`config.mk`:
```
export PLATFORM = sky130hd
export DESIGN_NAME = bcast_icon
export DESIGN_NICKNAME = d
export VERILOG_FILES = /design/src/rtl/bcast_pkg.sv /design/src/rtl/bcast_fanout.sv /design/src/rtl/bcast_merge.sv /design/src/rtl/bcast_ackchain.sv /design/src/rtl/bcast_icon.sv
export SDC_FILE = /design/constraint.sdc
export NUM_CORES = 1
export LEC_CHECK = 0
export ABC_AREA = 1
export BUFFER_PORTS_ARGS = -buffer_cell sky130_fd_sc_hd__buf_2
export CAP_MARGIN = 10
export CORE_AREA = 2 2 108 110
export DETAILED_ROUTE_END_ITERATION = 6
export DIE_AREA = 0 0 110 112
export PLACE_DENSITY_LB_ADDON = 0.08
export SLEW_MARGIN = 30
export SYNTH_ARGS = -nofsm -noshare
export SYNTH_HDL_FRONTEND = slang
export SYNTH_SLANG_ARGS = --single-unit
```
`constraint.sdc`:
```
create_clock -name vclk -period 0.8
set_input_delay 0.12 -clock vclk [all_inputs]
set_output_delay 0.12 -clock vclk [all_outputs]
set_load 0.05 [all_outputs]
```
`src/rtl/bcast_pkg.sv`:
```
package bcast_pkg;
    localparam int unsigned MAX_PORTS = 11;

    // Transfer strobes copied from upstream to each downstream port
    typedef struct packed {
        logic sync;
        logic rd;
        logic wr;
        logic wbyte;
    } strb_t;
endpackage

```
`src/rtl/bcast_fanout.sv`:
```
module bcast_fanout
    import bcast_pkg::*;
#(
    parameter int unsigned NPORT = 4,
    parameter int unsigned AW    = 16,
    parameter int unsigned DW    = 16
) (
    input  logic [AW-1:0]       addr_i,
    input  logic [DW-1:0]       wdata_i,
    input  strb_t               strb_i,
    output logic [NPORT*AW-1:0] addr_o,
    output logic [NPORT*DW-1:0] wdata_o,
    output strb_t [NPORT-1:0]   strb_o
);
    for (genvar k = 0; k < NPORT; k++) begin : g_port
        assign addr_o[k*AW +: AW]  = addr_i;
        assign wdata_o[k*DW +: DW] = wdata_i;
        assign strb_o[k]           = strb_i;
    end
endmodule

```
`src/rtl/bcast_merge.sv`:
```
module bcast_merge #(
    parameter int unsigned NPORT = 4,
    parameter int unsigned DW    = 16
) (
    input  logic [NPORT*DW-1:0] rdata_i,
    input  logic [NPORT-1:0]    rply_i,
    input  logic [NPORT-1:0]    irq_ni,
    output logic [DW-1:0]       rdata_o,
    output logic                rply_o,
    output logic                irq_no
);
    // Unselected slaves drive zeros, so a plain OR tree forms the read mux
    always_comb begin
        rdata_o = '0;
        for (int k = 0; k < NPORT; k++) begin
            rdata_o = rdata_o | rdata_i[k*DW +: DW];
        end
    end

    assign rply_o = |rply_i;
    assign irq_no = &irq_ni;   // any active-low request pulls it low
endmodule

```
`src/rtl/bcast_ackchain.sv`:
```
module bcast_ackchain #(
    parameter int unsigned NPORT = 4
) (
    input  logic             ack_ni,
    input  logic [NPORT-1:0] irq_ni,
    output logic [NPORT-1:0] ack_no
);
    // Walk the chain with a running level; a requester forces inactive (1) onward
    always_comb begin
        logic pass_n;
        pass_n = ack_ni;
        for (int k = 0; k < NPORT; k++) begin
            ack_no[k] = pass_n;
            pass_n    = pass_n | ~irq_ni[k];
        end
    end
endmodule

```
`src/rtl/bcast_icon.sv`:
```
module bcast_icon
    import bcast_pkg::*;
#(
    parameter int unsigned NPORT = 4,
    parameter int unsigned AW    = 16,
    parameter int unsigned DW    = 16
) (
    input  logic                clk_i,
    input  logic                rst_ni,
    input  logic [AW-1:0]       up_addr_i,
    input  logic [DW-1:0]       up_wdata_i,
    output logic [DW-1:0]       up_rdata_o,
    input  logic                up_sync_i,
    output logic                up_rply_o,
    input  logic                up_rd_i,
    input  logic                up_wr_i,
    input  logic                up_wbyte_i,
    input  logic                up_ack_ni,
    output logic                up_irq_no,
    output logic [NPORT*AW-1:0] dn_addr_o,
    output logic [NPORT*DW-1:0] dn_wdata_o,
    input  logic [NPORT*DW-1:0] dn_rdata_i,
    output logic [NPORT-1:0]    dn_sync_o,
    input  logic [NPORT-1:0]    dn_rply_i,
    output logic [NPORT-1:0]    dn_rd_o,
    output logic [NPORT-1:0]    dn_wr_o,
    output logic [NPORT-1:0]    dn_wbyte_o,
    output logic [NPORT-1:0]    dn_ack_no,
    input  logic [NPORT-1:0]    dn_irq_ni
);
    if (NPORT < 1 || NPORT > MAX_PORTS) begin : g_bad_count
        $error("bcast_icon: NPORT out of range");
    end

    strb_t              up_strb_d;
    strb_t [NPORT-1:0]  dn_strb_d;

    assign up_strb_d = '{sync: up_sync_i, rd: up_rd_i, wr: up_wr_i, wbyte: up_wbyte_i};

    bcast_fanout #(.NPORT(NPORT), .AW(AW), .DW(DW)) u_fanout (
        .addr_i  (up_addr_i),
        .wdata_i (up_wdata_i),
        .strb_i  (up_strb_d),
        .addr_o  (dn_addr_o),
        .wdata_o (dn_wdata_o),
        .strb_o  (dn_strb_d)
    );

    for (genvar k = 0; k < NPORT; k++) begin : g_strb
        assign dn_sync_o[k]  = dn_strb_d[k].sync;
        assign dn_rd_o[k]    = dn_strb_d[k].rd;
        assign dn_wr_o[k]    = dn_strb_d[k].wr;
        assign dn_wbyte_o[k] = dn_strb_d[k].wbyte;
    end

    bcast_merge #(.NPORT(NPORT), .DW(DW)) u_merge (
        .rdata_i (dn_rdata_i),
        .rply_i  (dn_rply_i),
        .irq_ni  (dn_irq_ni),
        .rdata_o (up_rdata_o),
        .rply_o  (up_rply_o),
        .irq_no  (up_irq_no)
    );

    bcast_ackchain #(.NPORT(NPORT)) u_chain (
        .ack_ni (up_ack_ni),
        .irq_ni (dn_irq_ni),
        .ack_no (dn_ack_no)
    );
endmodule

```
==> metrics.cfg, run 1 <==
[sta]
fmax_ghz=1.37
max_slew_margin=0.827
worst_slack_ns=0.0691
finalCritPeriodShare=0.914
fin_tns_setup_ns=0
hold_slack_ns=0.240
tightest_slew_ns=0.261
min_period_ns=0.731
finalHoldViolCount=0
setup_viol=0
maxSlewViolCount=0
rsz0062_at_grt=false

[floorplan]
die_area_um2=12300
die_w_um=110
ios=277
start_util=0.117
core_um2=11200
die_y_um=112
rows=39

[synthesis]
yosys.area.top_type_share=0.831
synth-seq-area-share=0
synth_top_family_by_area=buffers and inverters
synthAdderAreaFrac=0
synth-xor-area-share=0
avgSynthCellArea_um2=6.45
synth_area_leader_cell=buf_4
synth_simple_gate_area_frac=0.166
synth_compound_area_frac=0
synthMuxAreaShare=0
postSynthCellCount=203
synth_nets=314
synth.area.top_cells=buf_4 (83%), nor2_1 (10%), nand2_1 (5.7%)
syn_area_um2=1310
yosysWarnings=0
ys_types=6

[power]
p_leak_nw=0.438
p_int_w=0.000173
switchingPower_w=0.000208
p_sw_frac=0.546
power_frac_comb=1.000
ir_worst_vdd_v=0.0000929
pwr-share-clk=0
power.density_nw_per_um2=433
seqPwrFrac=0

[drt]
firstDrtPassIters=2
drc=0
wire_per_inst_um=7.69
vias_per_cell=2.54
via_count=752
ant_nets=0
wirelength_mm=2.28
drt_iter0_drc=7

[clock_network]
postCtsSetupBuffers=0
cts_hold_buf=0

[setup_path]
cp-end-kind=output pin
cp-start-kind=input port
crit_required_ns=0.68
cp_max_fo=4
path_class=in -> out
cp_data_arrival_time_ns=0.61

[final_layout]
multiInputGateArea_um2=220
final_cell_mix=buf_2 (94), nor2_1 (34), nand2_1 (20)
final_common_cell=buf_2
seq_cell_count=0
layout.nets=266
drive_gt1_frac=0.627
register_area_um2=0
nFillCells=1332
area_growth_pct=-32.8
finalInstanceArea_um2=881
insertedDiodeCount=0
n_clock_buffer=0
utilization=0.0788

[worst_hold_path]
min_path_type=in -> out
hold_depth=0

[global_route]
grt_pass1_wl_mm=2.97
grt_max_degree=5
grt_use_total=0.0295
grt-ovfl-total=0
antenna_found_initial=0
grt_pass1_vias=724

[placement]
pre_cts_ws_ns=0.0331
dpl-instance-area_um2=878
port_buffers=95
gp_congestion=0.609

[job]
cap_violations=0

[status]
outcome=finished, final reports clean

## per-layer routing
| layer | GRT usage | part of all wire | up-vias |
|---|---|---|---|
| li1 | - | - | 366 |
| met1 | 0.0127 | 0.18 | 287 |
| met2 | 0.0642 | 0.49 | 69 |
| met3 | 0.0111 | 0.24 | 30 |
| met4 | 0.0304 | 0.085 | 0 |
| met5 | 0 | 0 | - |
## logic make-up (layout without fill, tap and decap cells)
family,count (synthesis),after routing
buffers and inverters,146,96
and+or+nand+nor,57,57
## worst max-delay path, cell delays in order
cell	delay (ns)
buf_2	0.11
nand2_1	0.06
nor2_2	0.09
clkbuf_4	0.23
## per-stage QoR
stage                     total power [W]  std cells
final                            0.000381        296
after global routing             0.000423        296
after CTS                        0.000387        296
after detailed placement         0.000386        296
after global placement           0.000390        296
after floorplan                   0.00212        203
## area by class of cell
| class | instances | share of cell area |
|---|---|---|
| inverter | 1 | 0.00426 |
| timing repair buffer | 95 | 0.543 |
| multi-input combinational | 57 | 0.250 |
| tap | 143 | 0.203 |
## final timing paths
check / end / slack (ns) / from
setup / recovery: up_irq_no / 0.07 / dn_irq_ni[0]
hold / removal: dn_addr_o[37] / 0.24 / up_addr_i[5]
## power groups by stage
stage / combinational (W) / clock, W / sequential (W)
after floorplan: 0.00212 / 0 / 0
after global placement: 0.000390 / 0 / 0
after detailed placement: 0.000386 / 0 / 0
after CTS: 0.000387 / 0 / 0
after global routing: 0.000423 / 0 / 0
final: 0.000381 / 0 / 0
## cell usage after synthesis
cell type	instances
buf_4	145
nor2_1	35
nand2_1	20
inv_1	1
nand3_1	1
nand4_1	1
## what timing repair did
item / 4_1_cts / 5_1_grt
setup endpoints to repair: 0 / 1
hold endpoints to repair: 0 / 0
resized for setup: 0 / 1
Power figures use the tool's default switching activity.
==> run 2: changes to the inputs <==
--- a/config.mk
+++ b/config.mk
@@ -13,2 +13,3 @@
 export DIE_AREA = 0 0 110 112
+export MAX_ROUTING_LAYER = met4
 export PLACE_DENSITY_LB_ADDON = 0.08
==> constraint.sdc (replaced) <==
create_clock -name vclk -period 0.8
set_input_delay 0.08 -clock vclk [all_inputs]
set_output_delay 0.08 -clock vclk [all_outputs]
set_load 0.05 [all_outputs]
==> metrics.cfg, run 2 (same netlist as run 1, synthesis figures left out) <==
[status]
outcome=finished, final reports clean

[sta]
tightest_slew_ns=0.258
fmax_ghz=1.46
rsz0062_at_grt=false
setup_viol=0
min_period_ns=0.686
max_slew_margin=0.829
hold_slack_ns=0.160
finalHoldViolCount=0
maxSlewViolCount=0
finalCritPeriodShare=0.858
fin_tns_setup_ns=0

[setup_path]
crit_top_cell=buf_2
cp_data_arrival_time_ns=0.61
path_cells=buf_2, nand2_1, nor2_2, buf_2
cp-start-kind=input port
cpLargestDelayFamily=buffers and inverters
cpMaxStageDelayCell=buf_2
crit_required_ns=0.72
max_stage_delay_ns=0.26
cp_max_fo=4
cp-end-kind=output pin
path_class=in -> out
critPathBufInv=2

[worst_hold_path]
min_path_type=in -> out
hold_depth=0
min_to=dn_addr_o[37]
holdCritStartpoint=up_addr_i[5]

[clock_network]
cts_hold_buf=0
postCtsSetupBuffers=0
cts.repair.resized=0

[power]
pwr-share-clk=0
p_int_w=0.000173
ir_worst_vdd_v=0.0000957
seqPwrFrac=0
switchingPower_w=0.000208
p_sw_frac=0.547
power.density_nw_per_um2=433
power_frac_comb=1.000
p_leak_nw=0.439

[global_route]
grt_use_total=0.0298
grt-ovfl-total=0
antenna_found_initial=0
grt_pass1_wl_mm=2.93
grt_pass1_vias=669
grt_max_degree=5

[floorplan]
die_y_um=112
core_um2=11200
start_util=0.117
rows=39
die_area_um2=12300
ios=277
die_w_um=110

[drt]
wirelength_mm=2.30
ant_nets=0
vias_per_cell=2.45
drc=0
via_count=726
wire_per_inst_um=7.77
drt_iter0_drc=9
firstDrtPassIters=2

[final_layout]
layout.nets=266
insertedDiodeCount=0
seq_cell_count=0
final_cell_mix=buf_2 (95), nor2_1 (34), nand2_1 (20)
area_growth_pct=-33.0
nFillCells=1329
n_clock_buffer=0
register_area_um2=0
drive_gt1_frac=0.627
final_common_cell=buf_2

[placement]
port_buffers=95
gp_congestion=0.616
hpwl_mm=2.08

[job]
cap_violations=0

[run 2: changes by cell type in the layout (fill, tap and decap cells not counted), sizes merged]
cell,delta
buf,+1
clkbuf,-1
[run 2: how the worst max path moves through the flow]
| stage | cells past startpoint | slack (ns) | start | endpoint |
|---|---|---|---|---|
| 2_1_floorplan | 2 | 0.11 | up_ack_ni | dn_ack_no[3] |
| 3_3_place_gp | 4 | 0.10 | dn_irq_ni[0] | up_irq_no |
| 3_5_place_dp | 4 | 0.11 | dn_irq_ni[0] | up_irq_no |
| 4_1_cts | 4 | 0.11 | dn_irq_ni[0] | up_irq_no |
| 5_1_grt | 4 | 0.05 | dn_irq_ni[0] | up_irq_no |
| 6_report | 4 | 0.11 | dn_irq_ni[0] | up_irq_no |
[run 2: power groups by stage]
stage                     clock [W]  sequential (W)  combinational [W]
after CTS                         0               0           0.000386
final                             0               0           0.000381
after global routing              0               0           0.000424
after floorplan                   0               0            0.00212
after global placement            0               0           0.000390
after detailed placement          0               0           0.000384
[run 2: final cells by class]
cell class	count	area, um2	share of cell area
multi-input combinational	57	220	0.251
timing repair buffer	95	475	0.541
tap	143	179	0.204
inverter	1	3.75	0.00427
[run 2: per-stage QoR]
step | total power [W] | area (um2) | utilization | setup WS, ns | std cells
final | 0.000381 | 878 | 0.0786 | 0.114 | 296
after global routing | 0.000424 | 878 | 0.0786 | 0.0536 | 296
after floorplan | 0.00212 | 1310 | - | 0.110 | 203
after global placement | 0.000390 | 878 | 0.0786 | 0.102 | 296
after CTS | 0.000386 | 878 | 0.0786 | 0.107 | 296
after detailed placement | 0.000384 | 878 | 0.0786 | 0.108 | 296
[run 2: metal layers]
| layer | vias up | track usage | wire length [um] |
|---|---|---|---|
| met2 | 69 | 0.0589 | 1100 |
| li1 | 366 | - | - |
| met1 | 261 | 0.0155 | 469 |
| met3 | 30 | 0.0117 | 536 |
| met5 | - | - | 0 |
| met4 | 0 | 0.0304 | 194 |
==> run 3: changes to the inputs <==
Settings changed: SYNTH_HIERARCHICAL set to 1.
==> metrics.cfg, run 3 <==
[floorplan]
die_area_um2=12300
core_um2=11200
start_util=0.117
ios=277
rows=39
die_y_um=112
die_w_um=110

[global_route]
antenna_found_initial=0
grt_pass1_wl_mm=2.78
grt_pass1_vias=733
grt-ovfl-total=0
grt_use_total=0.0271
grt_max_degree=5

[power]
power.density_nw_per_um2=432
switchingPower_w=0.000207
power_frac_comb=1.000
p_sw_frac=0.545
p_leak_nw=0.439
pwr-share-clk=0
p_int_w=0.000173
ir_worst_vdd_v=0.000133
seqPwrFrac=0

[setup_path]
path_class=in -> out
path_cells=buf_2, nand2_1, nor2_2, buf_2
cpLargestDelayFamily=buffers and inverters
cp_data_arrival_time_ns=0.60
cp-start-kind=input port
cp-end-kind=output pin
cp_max_fo=4
cpMaxStageDelayCell=buf_2
crit_required_ns=0.72
crit_top_cell=buf_2
critPathBufInv=2
max_stage_delay_ns=0.26

[synthesis]
postSynthCellCount=203
syn_area_um2=1310
yosysMostFrequentCell=buf_4
synth-seq-area-share=0
avgSynthCellArea_um2=6.45
yosys.area.top_type_share=0.831
synth.area.top_cells=buf_4 (83%), nor2_1 (10%), nand2_1 (5.7%)
ys_types=6
yosysWarnings=6
synth_nets=314
synth_area_leader_cell=buf_4
synthTopCellsByCount=buf_4 (145), nor2_1 (35), nand2_1 (20)

[final_layout]
register_area_um2=0
multiInputGateArea_um2=220
layout.nets=266
n_clock_buffer=0
seq_cell_count=0
area_growth_pct=-33.0
insertedDiodeCount=0
final_common_cell=buf_2
finalInstanceArea_um2=878
drive_gt1_frac=0.627
final_cell_mix=buf_2 (95), nor2_1 (34), nand2_1 (20)
nFillCells=1347

[worst_hold_path]
min_to=dn_addr_o[37]
hold_depth=0
min_path_type=in -> out
holdCritStartpoint=up_addr_i[5]

[job]
cap_violations=0

[drt]
firstDrtPassIters=2
via_count=756
ant_nets=0
wirelength_mm=2.08
drc=0
vias_per_cell=2.55
drt_iter0_drc=11
wire_per_inst_um=7.02

[sta]
hold_slack_ns=0.160
min_period_ns=0.680
rsz0062_at_grt=false
finalHoldViolCount=0
tightest_slew_ns=0.258
setup_viol=0
fmax_ghz=1.47
maxSlewViolCount=0
finalCritPeriodShare=0.851
max_slew_margin=0.829
fin_tns_setup_ns=0

[placement]
gp_congestion=0.629
hpwl_mm=1.89
dpl-instance-area_um2=878
port_buffers=95

[clock_network]
postCtsSetupBuffers=0
cts_hold_buf=0
cts.repair.resized=0

[status]
outcome=finished, final reports clean

==> run 3: how the worst max path moves through the flow <==
stage | startpoint | end | slack, ns | cells after the start
2_1_floorplan | up_ack_ni | dn_ack_no[3] | 0.11 | 2
3_3_place_gp | dn_irq_ni[0] | up_irq_no | 0.1 | 4
3_5_place_dp | dn_irq_ni[0] | up_irq_no | 0.11 | 4
4_1_cts | dn_irq_ni[0] | up_irq_no | 0.11 | 4
5_1_grt | dn_irq_ni[0] | up_irq_no | 0.09 | 4
6_report | dn_irq_ni[0] | up_irq_no | 0.12 | 4
==> run 3: cell families after synthesis <==
family	count (synthesis)	synth area share
buffers and inverters	146	0.834
AND/OR/NAND/NOR	57	0.166
==> run 3: through the flow <==
step	power [W]	utilization	setup slack, ns	std cells
detailed placement	0.000384	0.0786	0.108	296
CTS	0.000385	0.0786	0.107	296
global placement	0.000387	0.0786	0.0994	296
finish	0.000380	0.0786	0.120	296
floorplan	0.00212	-	0.110	203
global route	0.000425	0.0786	0.0898	296
==> run 3: area by class of cell <==
class	instances	area share
inverters	1	0.00427
repair buffers	95	0.541
well taps	143	0.204
multi-input cells	57	0.251
==> run 3: layer usage <==
metal	up-vias	GRT usage	wire length, um
met5	-	-	0
met4	0	0.0312	186
met3	35	0.00761	418
met2	64	0.0540	1040
met1	291	0.0141	432
li1	366	-	-
==> run 3: power groups by stage <==
stage               clock, W  sequential, W  combinational [W]
floorplan                  0              0            0.00212
global placement           0              0           0.000387
detailed placement         0              0           0.000384
CTS                        0              0           0.000385
global route               0              0           0.000425
finish                     0              0           0.000380
